File: src/rtl/gcla_pkg.sv
package gcla_pkg;
   function automatic int calc_width(input int group_w, input int num_groups);
      return group_w * num_groups;
   endfunction
endpackage

File: src/rtl/gcla_bit_pg.sv
module gcla_bit_pg (
   input  logic op_a_i,
   input  logic op_b_i,
   output logic gen_o,
   output logic prop_o,
   output logic half_o
);
   assign gen_o  = op_a_i & op_b_i;
   assign prop_o = op_a_i | op_b_i;
   assign half_o = op_a_i ^ op_b_i;
endmodule

File: src/rtl/gcla_carry_net.sv
// Flat lookahead network: each carry is a sum of products over lower terms.
module gcla_carry_net #(
   parameter int N = 4
) (
   input  logic [N-1:0] gen_i,
   input  logic [N-1:0] prop_i,
   input  logic         cin_i,
   output logic [N-1:0] cpos_o,
   output logic         grp_gen_o,
   output logic         grp_prop_o
);
   always_comb begin
      cpos_o[0] = cin_i;
      for (int j = 1; j < N; j++) begin
         logic acc;
         logic chain;
         acc = 1'b0;
         for (int k = 0; k < j; k++) begin
            logic term;
            term = gen_i[k];
            for (int m = k + 1; m < j; m++) term = term & prop_i[m];
            acc = acc | term;
         end
         chain = cin_i;
         for (int m = 0; m < j; m++) chain = chain & prop_i[m];
         cpos_o[j] = acc | chain;
      end
   end

   always_comb begin
      grp_gen_o  = 1'b0;
      grp_prop_o = 1'b1;
      for (int k = 0; k < N; k++) begin
         logic term;
         term = gen_i[k];
         for (int m = k + 1; m < N; m++) term = term & prop_i[m];
         grp_gen_o  = grp_gen_o | term;
         grp_prop_o = grp_prop_o & prop_i[k];
      end
   end
endmodule

File: src/rtl/gcla_group.sv
module gcla_group #(
   parameter int GROUP_W = 4
) (
   input  logic [GROUP_W-1:0] op_a_i,
   input  logic [GROUP_W-1:0] op_b_i,
   input  logic               cin_i,
   output logic [GROUP_W-1:0] sum_o,
   output logic               grp_gen_o,
   output logic               grp_prop_o
);
   logic [GROUP_W-1:0] gen_w;
   logic [GROUP_W-1:0] prop_w;
   logic [GROUP_W-1:0] half_w;
   logic [GROUP_W-1:0] cpos_w;

   for (genvar i = 0; i < GROUP_W; i++) begin : g_bit
      gcla_bit_pg bit_i (
         .op_a_i (op_a_i[i]),
         .op_b_i (op_b_i[i]),
         .gen_o  (gen_w[i]),
         .prop_o (prop_w[i]),
         .half_o (half_w[i])
      );
   end

   gcla_carry_net #(.N(GROUP_W)) net_i (
      .gen_i      (gen_w),
      .prop_i     (prop_w),
      .cin_i      (cin_i),
      .cpos_o     (cpos_w),
      .grp_gen_o  (grp_gen_o),
      .grp_prop_o (grp_prop_o)
   );

   assign sum_o = half_w ^ cpos_w;
endmodule

File: src/rtl/gcla_adder.sv
module gcla_adder #(
   parameter  int GROUP_W    = 4,
   parameter  int NUM_GROUPS = 4,
   localparam int WIDTH      = gcla_pkg::calc_width(GROUP_W, NUM_GROUPS)
) (
   input  logic [WIDTH-1:0] a_i,
   input  logic [WIDTH-1:0] b_i,
   input  logic             carry_i,
   output logic [WIDTH-1:0] sum_o,
   output logic             carry_o
);
   // elaboration-time parameter check
   if (GROUP_W < 1 || NUM_GROUPS < 1) begin : g_bad_param
      $error("gcla_adder: GROUP_W and NUM_GROUPS must be at least 1");
   end

   logic [NUM_GROUPS-1:0] grp_gen;
   logic [NUM_GROUPS-1:0] grp_prop;
   logic [NUM_GROUPS-1:0] grp_cin;
   logic                  top_gen;
   logic                  top_prop;

   for (genvar g = 0; g < NUM_GROUPS; g++) begin : g_grp
      gcla_group #(.GROUP_W(GROUP_W)) grp_i (
         .op_a_i     (a_i[g*GROUP_W +: GROUP_W]),
         .op_b_i     (b_i[g*GROUP_W +: GROUP_W]),
         .cin_i      (grp_cin[g]),
         .sum_o      (sum_o[g*GROUP_W +: GROUP_W]),
         .grp_gen_o  (grp_gen[g]),
         .grp_prop_o (grp_prop[g])
      );
   end

   // Second level: carries into slices from slice-level terms
   gcla_carry_net #(.N(NUM_GROUPS)) lvl2_i (
      .gen_i      (grp_gen),
      .prop_i     (grp_prop),
      .cin_i      (carry_i),
      .cpos_o     (grp_cin),
      .grp_gen_o  (top_gen),
      .grp_prop_o (top_prop)
   );

   assign carry_o = top_gen | (top_prop & carry_i);
endmodule

File: config.mk
export PLATFORM = sky130hd
export DESIGN_NAME = gcla_adder
export DESIGN_NICKNAME = d
export VERILOG_FILES = /design/src/rtl/gcla_pkg.sv /design/src/rtl/gcla_bit_pg.sv /design/src/rtl/gcla_carry_net.sv /design/src/rtl/gcla_group.sv /design/src/rtl/gcla_adder.sv
export SDC_FILE = /design/constraint.sdc
export NUM_CORES = 1
export LEC_CHECK = 0
export BUFFER_PORTS_ARGS = -buffer_cell sky130_fd_sc_hd__buf_2
export CAP_MARGIN = 20
export CORE_MARGIN = 2
export CORE_UTILIZATION = 45
export DETAILED_ROUTE_END_ITERATION = 8
export PLACE_DENSITY = 0.78
export SLEW_MARGIN = 30
export SYNTH_ARGS = -nofsm -noshare
export SYNTH_HDL_FRONTEND = slang
export SYNTH_HIERARCHICAL = 1
export SYNTH_SLANG_ARGS = --single-unit
File: constraint.sdc
create_clock -name vclk -period 1.9
set_input_delay 0.19 -clock vclk [all_inputs]
set_output_delay 0.19 -clock vclk [all_outputs]
set_load 0.005 [all_outputs]
==> load_flow_metrics.sql <==
INSERT INTO impl_metrics (metric_group, metric, value, unit) VALUES
('run_status', 'status', 'complete, but fails checks', ''),
('run_status', 'violations_in_the_final_reports', 'setup timing', ''),
('synthesis', 'seq_area_frac_synth', '0', '%'),
('finish', 'flops_and_latches', '0', ''),
('critical_path', 'timing.setup.critical_path_class', 'primary input to output pin', ''),
('finish', 'antenna-diode-count', '0', ''),
('finish', 'finalCoreUtilization', '74.8', '%'),
('synthesis', 'synth.top_cells.by_area', 'sky130_fd_sc_hd__ha_1 (38%), sky130_fd_sc_hd__inv_1 (17%), sky130_fd_sc_hd__xor2_1 (13%)', ''),
('synthesis', 'synthesis.yosys.warnings', '6', ''),
('detailed_routing', 'average_via_count_per_standard_cell', '4.86', ''),
('critical_path', 'endpoint_kind', 'output pin', ''),
('detailed_routing', 'detailroute.via_count', '1171', ''),
('synthesis', 'synth_top_cells_by_count', 'sky130_fd_sc_hd__inv_1 (48), sky130_fd_sc_hd__ha_1 (32), sky130_fd_sc_hd__a21o_1 (16), sky130_fd_sc_hd__xor2_1 (16), sky130_fd_sc_hd__a21oi_1 (10)', ''),
('sta', 'finalSetupTns', '-0.378', 'ns'),
('floorplanning', 'fp.coreArea', '2210', 'um2'),
('detailed_routing', 'avgRoutedWirePerCell', '12.0', 'um'),
('floorplanning', 'initial_core_util', '47.9', '%'),
('finish', 'share_of_final_layout_standard_cells_stronger_than_drive_strength_1', '52.1', '%'),
('place', 'placed_area', '1440', 'um2'),
('global_routing', 'global_route.peak_usage_layer', 'met2', ''),
('global_routing', 'globalRouteTotalUtil', '21.8', '%'),
('worst_hold_path', 'timing.hold.worst_path_depth', '3', ''),
('global_routing', 'grt_pass1_vias', '1197', ''),
('power', 'power_per_cell_area', '287', 'nW/um2'),
('floorplanning', 'dieHeight', '52.5', 'um'),
('sta', 'number_of_slew_limit_violations_in_the_final_report', '0', ''),
('global_routing', 'grt_start_max_net_pins', '5', ''),
('global_routing', 'initial_antenna_violation_count', '0', ''),
('finish', 'nClkBuffers', '0', ''),
('flow_run', 'max_cap_violations', '0', ''),
('global_routing', 'globalRouteMet3Util', '1.43', '%'),
('floorplanning', 'die-width', '52.5', 'um'),
('synthesis', 'syn-num-nets', '212', ''),
('power', 'p_leak', '1.00', 'nW'),
('critical_path', 'critical_path_peak_fanout', '3', ''),
('synthesis', 'synthesis.instances', '147', ''),
('finish', 'finish.cell_count_without_fillers', '241', ''),
('sta', 'timing.final.crit_share', '107', '%'),
('global_routing', 'grt_remaining_overflow', '0', ''),
('cts', 'holdBufCountCts', '0', ''),
('detailed_routing', 'detailedRoute.firstPassIterationCount', '4', ''),
('finish', 'final_cell_area', '1650', 'um2'),
('synthesis', 'yosys.area.top_type_share', '37.8', '%'),
('floorplanning', 'design.portCount', '50', ''),
('finish', 'area_growth_syn_to_layout', '56.1', '%'),
('sta', 'hold_violations', '0', ''),
('place', 'place_hpwl', '2240', 'um'),
('sta', 'endpoints_failing_setup', '8', ''),
('critical_path', 'cp.required', '1.71', 'ns'),
('sta', 'tightest_slew', '0.178', 'ns'),
('finish', 'layout.nets', '280', ''),
('critical_path', 'cp_data_arrival_time', '1.84', 'ns'),
('worst_hold_path', 'hold-path-endpoint', 'sum_o[0]', ''),
('power', 'peakVddDrop', '0.196', 'mV'),
('global_routing', 'first_pass_grt_wire_length', '4700', 'um'),
('sta', 'timing.fmax', '0.494', 'GHz'),
('global_routing', 'grt_util_met2', '46.9', '%'),
('detailed_routing', 'drt_iter0_drc', '12', ''),
('synthesis', 'synth_most_common_cell', 'sky130_fd_sc_hd__inv_1', ''),
('worst_hold_path', 'timing.hold.worst.start', 'carry_i', ''),
('place', 'port-buffer-count', '50', ''),
('synthesis', 'synthDominantAreaCellType', 'sky130_fd_sc_hd__ha_1', ''),
('detailed_routing', 'routed_wirelength', '2890', 'um'),
('synthesis', 'synth_area', '1060', 'um2'),
('place', 'place_inst', '237', ''),
('floorplanning', 'design.die.area', '2760', 'um2'),
('sta', 'finalWorstPathRequiredPeriod', '2.03', 'ns'),
('synthesis', 'netlist-cell-type-count', '10', ''),
('global_routing', 'met1_usage', '21.3', '%'),
('critical_path', 'worstSetupStartpointType', 'primary input', ''),
('place', 'routabilityCongestion', '0.720', ''),
('worst_hold_path', 'min-delay-path-class', 'primary input to output pin', ''),
('detailed_routing', 'drcViolationCount', '0', ''),
('sta', 'slew_headroom', '88.0', '%'),
('floorplanning', 'placement_rows', '17', ''),
('sta', 'fin_ws', '-0.125', 'ns'),
('sta', 'setup_repair_after_global_routing_missed_its_margin', 'yes', ''),
('detailed_routing', 'final_antenna_net_count', '0', ''),
('synthesis', 'synth.avg_cell_area', '7.21', 'um2'),
('finish', 'regArea', '0', 'um2');
==> worst max path at each step <==
stage / slack [ns] / startpoint / to
floorplan: 0.09 / a_i[1] / sum_o[15]
global placement: -0.17 / a_i[3] / sum_o[15]
detailed placement: -0.24 / a_i[3] / sum_o[15]
CTS: -0.04 / b_i[1] / sum_o[11]
global route: -0.17 / a_i[1] / sum_o[11]
finish: -0.13 / a_i[1] / sum_o[11]
==> layout by cell type, fill, tap and decap left out, types with 5 or more instances in the layout <==
cell                       n
sky130_fd_sc_hd__inv_1    27
sky130_fd_sc_hd__a21o_1   16
sky130_fd_sc_hd__buf_2    42
sky130_fd_sc_hd__xor2_1   16
sky130_fd_sc_hd__nand2_1   5
sky130_fd_sc_hd__a31o_1    5
sky130_fd_sc_hd__ha_4      6
sky130_fd_sc_hd__ha_1     23
sky130_fd_sc_hd__a21oi_2   6
sky130_fd_sc_hd__inv_2    16
sky130_fd_sc_hd__buf_4    21
sky130_fd_sc_hd__buf_6     6
sky130_fd_sc_hd__inv_4     5
==> metrics by stage <==
stage / hold WS, ns / worst slack (ns) / power, W
after global routing: 0.725 / -0.174 / 0.000527
after detailed placement: 0.692 / -0.236 / 0.000402
after CTS: 0.693 / -0.0394 / 0.000458
final: 0.698 / -0.125 / 0.000475
after global placement: 0.685 / -0.168 / 0.000385
after floorplan: 0.478 / 0.0858 / 0.000221
==> cell type report <==
cell class	count	area, um2
Multi-Input combinational cell	94	961
Fill cell	173	558
Timing Repair Buffer	71	465
Inverter	48	193
Tap cell	28	35.0
==> where the power goes <==
| part | leakage (nW) | switching, W | internal (W) |
|---|---|---|---|
| Clock | 0 | 0 | 0 |
| Sequential | 0 | 0 | 0 |
| Combinational | 1.00 | 0.000216 | 0.000259 |
| Total | 1.00 | 0.000216 | 0.000259 |
==> cell families (layout without fill, tap and decap cells) <==
family                     Yosys count  count (layout)  share of synthesized area (%)
buffers and inverters               53             119                           20.5
AOI/OAI and AO/OA                   36              36                           22.6
xor gates and xnor gates            16              16                           13.2
and+or+nand+nor                     10              10                           5.90
adders and majority gates           32              32                           37.8
==> critical path, cell delays in order <==
cell	delay, ns
sky130_fd_sc_hd__buf_8	0.10
sky130_fd_sc_hd__inv_4	0.05
sky130_fd_sc_hd__ha_4	0.14
sky130_fd_sc_hd__inv_4	0.04
sky130_fd_sc_hd__and4_1	0.20
sky130_fd_sc_hd__a21o_1	0.22
sky130_fd_sc_hd__a21o_1	0.20
sky130_fd_sc_hd__a21o_1	0.19
sky130_fd_sc_hd__a31o_1	0.23
sky130_fd_sc_hd__xor2_1	0.15
sky130_fd_sc_hd__buf_2	0.12
==> what timing repair did <==
action                     in CTS  in global routing
buffers inserted                3                  2
gates resized for setup        53                 11
pin swaps                      33                  8
setup endpoints to repair       9                 11
hold endpoints to repair        0                  0
gates cloned                    0                  0
==> layer usage <==
layer,up-vias,wire length [um]
met5,-,0
met4,0,59
met3,6,131
met2,34,1650
met1,539,1040
li1,592,-
Power figures use the tool's default switching activity.
